==> src/rtl/i2c_mon_pkg.sv <==
`timescale 1ns/1ps
package i2c_mon_pkg;

    localparam int BYTE_W = 8;
    localparam int ADDR_W = 7;

    // Conditions observed on the synchronised bus lines, valid for one cycle.
    typedef struct packed {
        logic start;
        logic stop;
        logic scl_rise;
        logic sda_lvl;
    } bus_evt_t;

    // Outcome of judging one completed byte.
    typedef struct packed {
        logic addr_set;
        logic gc_set;
    } byte_verdict_t;

    function automatic logic is_gcall(input logic [BYTE_W-1:0] b);
        return (b == '0);
    endfunction

    function automatic logic addr_match(input logic [BYTE_W-1:0] b,
                                        input logic [ADDR_W-1:0] own);
        return (b[BYTE_W-1:1] == own);
    endfunction

endpackage

==> src/rtl/i2c_mon_busio.sv <==
`timescale 1ns/1ps
module i2c_mon_busio
    import i2c_mon_pkg::*;
#(
    parameter int SYNC_STAGES = 2
) (
    input  logic     clk,
    input  logic     rst,
    input  logic     scl_in,
    input  logic     sda_in,
    output bus_evt_t evt
);

    logic [SYNC_STAGES-1:0] scl_q;
    logic [SYNC_STAGES-1:0] sda_q;
    logic                   scl_prev;
    logic                   sda_prev;
    logic                   scl_now;
    logic                   sda_now;

    generate
        if (SYNC_STAGES == 1) begin : g_one
            always_ff @(posedge clk) begin
                if (rst) begin
                    scl_q <= '1;
                    sda_q <= '1;
                end else begin
                    scl_q <= scl_in;
                    sda_q <= sda_in;
                end
            end
        end else begin : g_chain
            always_ff @(posedge clk) begin
                if (rst) begin
                    scl_q <= '1;
                    sda_q <= '1;
                end else begin
                    scl_q <= {scl_q[SYNC_STAGES-2:0], scl_in};
                    sda_q <= {sda_q[SYNC_STAGES-2:0], sda_in};
                end
            end
        end
    endgenerate

    assign scl_now = scl_q[SYNC_STAGES-1];
    assign sda_now = sda_q[SYNC_STAGES-1];

    always_ff @(posedge clk) begin
        if (rst) begin
            scl_prev <= 1'b1;
            sda_prev <= 1'b1;
        end else begin
            scl_prev <= scl_now;
            sda_prev <= sda_now;
        end
    end

    always_comb begin
        evt.start    = scl_now & scl_prev & sda_prev & ~sda_now;
        evt.stop     = scl_now & scl_prev & ~sda_prev & sda_now;
        evt.scl_rise = scl_now & ~scl_prev;
        evt.sda_lvl  = sda_now;
    end

endmodule

==> src/rtl/i2c_mon_decode.sv <==
`timescale 1ns/1ps
module i2c_mon_decode
    import i2c_mon_pkg::*;
(
    input  logic              clk,
    input  logic              rst,
    input  logic              start,
    input  logic              byte_done,
    input  logic [BYTE_W-1:0] rx_byte,
    input  logic [ADDR_W-1:0] own_addr,
    input  logic              free_fmt,
    input  logic              slave_mode,
    output byte_verdict_t     verdict
);

    // Armed by START, consumed by the next completed byte.
    logic first_pend;
    logic first_hit;
    logic gc_hit;

    always_ff @(posedge clk) begin
        if (rst) begin
            first_pend <= 1'b0;
        end else if (start) begin
            first_pend <= 1'b1;
        end else if (byte_done) begin
            first_pend <= 1'b0;
        end
    end

    always_comb begin
        first_hit        = byte_done & first_pend & slave_mode;
        gc_hit           = first_hit & is_gcall(rx_byte);
        verdict.gc_set   = gc_hit;
        verdict.addr_set = first_hit &
                           (free_fmt | gc_hit | addr_match(rx_byte, own_addr));
    end

endmodule

==> src/rtl/i2c_mon_flags.sv <==
`timescale 1ns/1ps
module i2c_mon_flags
    import i2c_mon_pkg::*;
(
    input  logic          clk,
    input  logic          rst,
    input  bus_evt_t      evt,
    input  byte_verdict_t verdict,
    input  logic          dreg_wr,
    input  logic          dreg_rd,
    output logic          addressed,
    output logic          gcall_seen,
    output logic          last_bit
);

    always_ff @(posedge clk) begin
        if (rst) begin
            addressed <= 1'b0;
        end else if (verdict.addr_set) begin
            addressed <= 1'b1;
        end else if (dreg_wr | dreg_rd) begin
            addressed <= 1'b0;
        end
    end

    always_ff @(posedge clk) begin
        if (rst) begin
            gcall_seen <= 1'b0;
        end else if (evt.start | evt.stop) begin
            gcall_seen <= 1'b0;
        end else if (verdict.gc_set) begin
            gcall_seen <= 1'b1;
        end
    end

    always_ff @(posedge clk) begin
        if (rst) begin
            last_bit <= 1'b0;
        end else if (evt.scl_rise) begin
            last_bit <= evt.sda_lvl;
        end
    end

endmodule

==> src/rtl/i2c_slave_stat_mon.sv <==
`timescale 1ns/1ps
module i2c_slave_stat_mon
    import i2c_mon_pkg::*;
#(
    parameter int SYNC_STAGES = 2
) (
    input  logic              clk,
    input  logic              rst,
    input  logic              scl_in,
    input  logic              sda_in,
    input  logic [ADDR_W-1:0] own_addr,
    input  logic              free_fmt,
    input  logic              slave_mode,
    input  logic [BYTE_W-1:0] rx_byte,
    input  logic              byte_done,
    input  logic              dreg_wr,
    input  logic              dreg_rd,
    output logic              addressed,
    output logic              gcall_seen,
    output logic              last_bit,
    output logic              bus_start,
    output logic              bus_stop
);

    bus_evt_t      evt;
    byte_verdict_t verdict;

    i2c_mon_busio #(.SYNC_STAGES(SYNC_STAGES)) busio_i (
        .clk    (clk),
        .rst    (rst),
        .scl_in (scl_in),
        .sda_in (sda_in),
        .evt    (evt)
    );

    i2c_mon_decode decode_i (
        .clk        (clk),
        .rst        (rst),
        .start      (evt.start),
        .byte_done  (byte_done),
        .rx_byte    (rx_byte),
        .own_addr   (own_addr),
        .free_fmt   (free_fmt),
        .slave_mode (slave_mode),
        .verdict    (verdict)
    );

    i2c_mon_flags flags_i (
        .clk        (clk),
        .rst        (rst),
        .evt        (evt),
        .verdict    (verdict),
        .dreg_wr    (dreg_wr),
        .dreg_rd    (dreg_rd),
        .addressed  (addressed),
        .gcall_seen (gcall_seen),
        .last_bit   (last_bit)
    );

    assign bus_start = evt.start;
    assign bus_stop  = evt.stop;

endmodule

==> config.mk <==
export PLATFORM = sky130hd
export DESIGN_NAME = i2c_slave_stat_mon
export DESIGN_NICKNAME = d
export VERILOG_FILES = /design/src/rtl/i2c_mon_pkg.sv /design/src/rtl/i2c_mon_busio.sv /design/src/rtl/i2c_mon_decode.sv /design/src/rtl/i2c_mon_flags.sv /design/src/rtl/i2c_slave_stat_mon.sv
export SDC_FILE = /design/constraint.sdc
export NUM_CORES = 1
export LEC_CHECK = 0
export BUFFER_PORTS_ARGS = -buffer_cell sky130_fd_sc_hd__buf_2
export CAP_MARGIN = 15
export CELL_PAD_IN_SITES_DETAIL_PLACEMENT = 1
export CELL_PAD_IN_SITES_GLOBAL_PLACEMENT = 2
export CORE_MARGIN = 5
export CORE_UTILIZATION = 22
export CTS_BUF_LIST = sky130_fd_sc_hd__clkbuf_4 sky130_fd_sc_hd__clkbuf_8 sky130_fd_sc_hd__clkbuf_16
export DETAILED_ROUTE_END_ITERATION = 6
export GPL_TIMING_DRIVEN = 1
export PLACE_DENSITY_LB_ADDON = 0.25
export SKIP_CTS_REPAIR_TIMING = 1
export SLEW_MARGIN = 30
export SYNTH_ARGS = -nofsm -noshare
export SYNTH_HDL_FRONTEND = slang
export SYNTH_SLANG_ARGS = --single-unit
==> constraint.sdc <==
create_clock -name clk -period 2.4 [get_ports clk]
set_input_delay 0.48 -clock clk [delete_from_list [all_inputs] [get_ports clk]]
set_output_delay 0.48 -clock clk [all_outputs]
set_load 0.05 [all_outputs]
==> results by group <==
Drt
  – Wire length reported by the detailed router: around 1.1 mm
  – Number of DRC markers after the initial detailed-route iteration: 2
  – Number of iterations in the first detailed-routing pass: 2
  – Number of remaining DRC errors: 0
  – Vias after detailed routing: ~430
  – Count of nets left with antenna violations after detail routing: 0
  – Via count normalized by instance count: ~4.2
  – Routed length per placed instance: 11.29 um

Setup path
  – Critical setup path kind: register to primary output
  – Register-to-Register Path Depth: 4
  – Critical path arrival: around 1400 ps
  – Endpoint of the worst-slack reg-to-reg timing path: decode_i.first_pend
  – Critical Path Max Stage Delay: between 400 and 500 ps
  – Element type at the critical path start: register
  – CP endpoint: bus_start
  – Worst Path Max Fanout: 3
  – Worst Path Required: ~1900 ps
  – Register-to-Register Setup Slack: ~1300 ps
  – Critical path origin: busio_i.scl_q[1]
  – Source of the worst register-to-register timing path: busio_i.scl_q[1]
  – Cells along the critical path: nand2_1 > nor3b_1 > buf_2
  – Endpoint class of the critical path: primary output
  – Crit-path slowest cell: nor3b_1

Global routing
  – GR Overflow Total: 0
  – Aggregate global-route resource usage: under 10%
  – Maximum number of pins on one net before global-route repair: 11
  – Global-route wire length before repair: approximately 1.8 mm
  – Initial antenna violation count: 0
  – Vias in the first global route: 455

Layout
  – Fill cell instance count of the final layout: around 250
  – Number of diodes: 0
  – Number of nets in the final layout: 100
  – Area occupied by multi-input gates: 231.5 um2
  – Fraction of final layout cells with drive strength greater than 1: a little over half
  – Post-layout instance count excluding filler cells: between 100 and 150
  – Synthesis-to-finish area growth: 43.87%
  – Area taken by flip-flops and latches: about 200 um2

Placed design
  – Routability Congestion: 0.6647
  – Placed wire-length estimate after detailed placement: 973.7 um
  – Port Buf Inserts: 28
  – Worst setup slack before clock tree synthesis: between 600 and 700 ps
  – Number of cells after detailed placement: about 100

Synth
  – Synth Instances: 44
  – Library cell occupying the most area in the post-synthesis netlist: dfxtp_1
  – Net count after synthesis: 68
  – Most common flop cell mapped by yosys: dfxtp_1
  – Combined area of all synthesized cells: 439.2 um2
  – Share of synthesized area occupied by flip-flops and latches: a little under half
  – Synthesized area per cell: about 10 um2
  – Number of distinct standard cells referenced by the synthesized netlist: 20
  – Number of warnings reported in the yosys synthesis log: 0
  – Cells taking the most area after synthesis: dfxtp_1 (46%), or2_2 (8.5%), xor2_1 (8.0%)
  – Share of flip-flops with an asynchronous set or reset: 0%
  – Most instantiated cells after synthesis: dfxtp_1 (10), or2_2 (6), nor2_1 (4), xor2_1 (4), xnor2_1 (3)
  – Dominant cell by count in the synthesized netlist: dfxtp_1
  – Register bit total from synthesis: 10
  – Number of enable-type register cells in the synthesized netlist: 0
  – Share of Yosys cell area claimed by the top area cell type: ~46%

Clocking
  – Clock slew at the register clock pins of the worst setup and hold paths: around 60 ps
  – TritonCTS clock tree: done
  – Maximum level of the CTS H-tree: 1
  – Cell at the root of the clock tree: clkbuf_4
  – CTS Buffer Depth: 2
  – Insertion delay to the later sink of the worst-skew pair: 260 ps
  – Clock net sink count: 10
  – Cts bufs inserted: 3

Die
  – Die height: about 55 um
  – Total I/O pin count: 29
  – Floorplan core area: between 0.0015 and 0.002 mm2
  – Die ar.: 0.002990 mm2
  – Std-Cell Rows: 16
  – Effective utilization at floorplan: between 20% and 30%
  – Die outline width: 54.68 um

STA
  – Post-layout minimum cycle time: ~1900 ps
  – Number of slew-limit violations in the final report: 0
  – Worst Hold Margin: between 400 and 500 ps
  – Final worst-path setup slack: 484.2 ps
  – Tcrit/Tclk final: between 70% and 80%
  – Sum of negative setup slack: 0 ps
  – Setup-violating endpoint count in the final report: 0
  – Fin Clk Skew: approximately 1.4 ps
  – Hold violation count in the final report: 0
  – Fmax: roughly 0.52 GHz
  – Worst-Margin Slew: roughly 450 ps
  – Unrepaired setup endpoints after global routing: no
  – Worst relative slew slack: 70.15%

Status
  – Status: complete, no violations

Hold path
  – Class of the tightest hold or removal check: input port to register

Power
  – Power density over the cells: around 530 mW/mm2
  – Worst vdd ir: around 0.25 mV
  – Static leakage: approximately 0.28 nW
  – Overall Power: 0.3360 mW

Flow run
  – Maximum Capacitance Violations: 0
-- worst max-delay path: cells and delay by family (launching register included) --
kind / cells / cell delay (ps)
simple gates: 2 / 480
flops: 1 / 340
buf+inv: 1 / 350
-- final cells by class --
type | instances | share of cell area [%]
Tap cell | 27 | 5.347
Inverter | 1 | 0.5941
Clock buffer | 3 | 3.564
Multi-Input combinational cell | 32 | 36.63
Sequential cell | 10 | 31.68
Timing Repair Buffer | 28 | 22.18
-- flip-flops by register name, indices dropped and copies added, names as in the netlist --
register,count
busio_i.scl_prev,1
flags_i.gcall_seen,1
flags_i.addressed,1
decode_i.first_pend,1
flags_i.last_bit,1
busio_i.sda_q,2
busio_i.sda_prev,1
busio_i.scl_q,2
-- kinds of logic (layout without fill, tap and decap cells) --
family,after synthesis,count (layout),share of synthesized area (%)
compound gates,5,5,9.686
xor+xnor,7,7,13.96
buf+inv,2,32,1.708
flops,10,10,45.58
mux,1,1,2.279
simple gates,19,19,26.78
-- worst min path at each step --
stage | from | endpoint | slack (ps) | cells past startpoint
floorplan | busio_i.scl_q[0] | busio_i.scl_q[1] | 390 | 1
global placement | busio_i.sda_q[0] | busio_i.sda_q[1] | 390 | 1
detailed placement | busio_i.scl_q[0] | busio_i.scl_q[1] | 400 | 1
CTS | scl_in | busio_i.scl_q[0] | 390 | 2
global route | sda_in | busio_i.sda_q[0] | 390 | 2
finish | scl_in | busio_i.scl_q[0] | 400 | 2
-- power breakdown --
group	switching (mW)	internal, mW
Clock	0.0527	0.0577
Sequential	0.00248	0.171
Combinational	0.0254	0.0265
-- layer usage --
layer | share of wire, % | routed length, um | vias up | GRT usage (%)
met5 | 0 | 0 | - | 0
met4 | 3.2 | 37 | 0 | 8.714
met3 | 14 | 162 | 4 | 2.997
met2 | 44 | 500 | 22 | 13.78
met1 | 39 | 439 | 189 | 8.333
li1 | - | - | 214 | -
-- layout by cell type, fill, tap and decap left out --
master     n
clkbuf_4   3
a21oi_1    1
buf_2     28
a41oi_1    1
nor4_1     1
nor3b_1    2
mux2i_1    1
a211oi_1   1
dfxtp_1   10
nand2_1    1
xnor2_1    3
or2_2      6
or4_1      2
nor2_1     4
a32oi_1    1
nor2b_1    1
nand4_1    1
a211oi_2   1
xor2_1     4
nor4_2     1
inv_1      1
-- per-stage QoR --
| step | util (%) | area (um2) |
|---|---|---|
| finish | 32.54 | 631.9 |
| global route | 32.54 | 631.9 |
| CTS | 32.54 | 631.9 |
| detailed placement | 31.38 | 609.3 |
| global placement | 31.38 | 609.3 |
| floorplan | - | 439.2 |
Note: power is estimated with default switching activity, not from simulation.
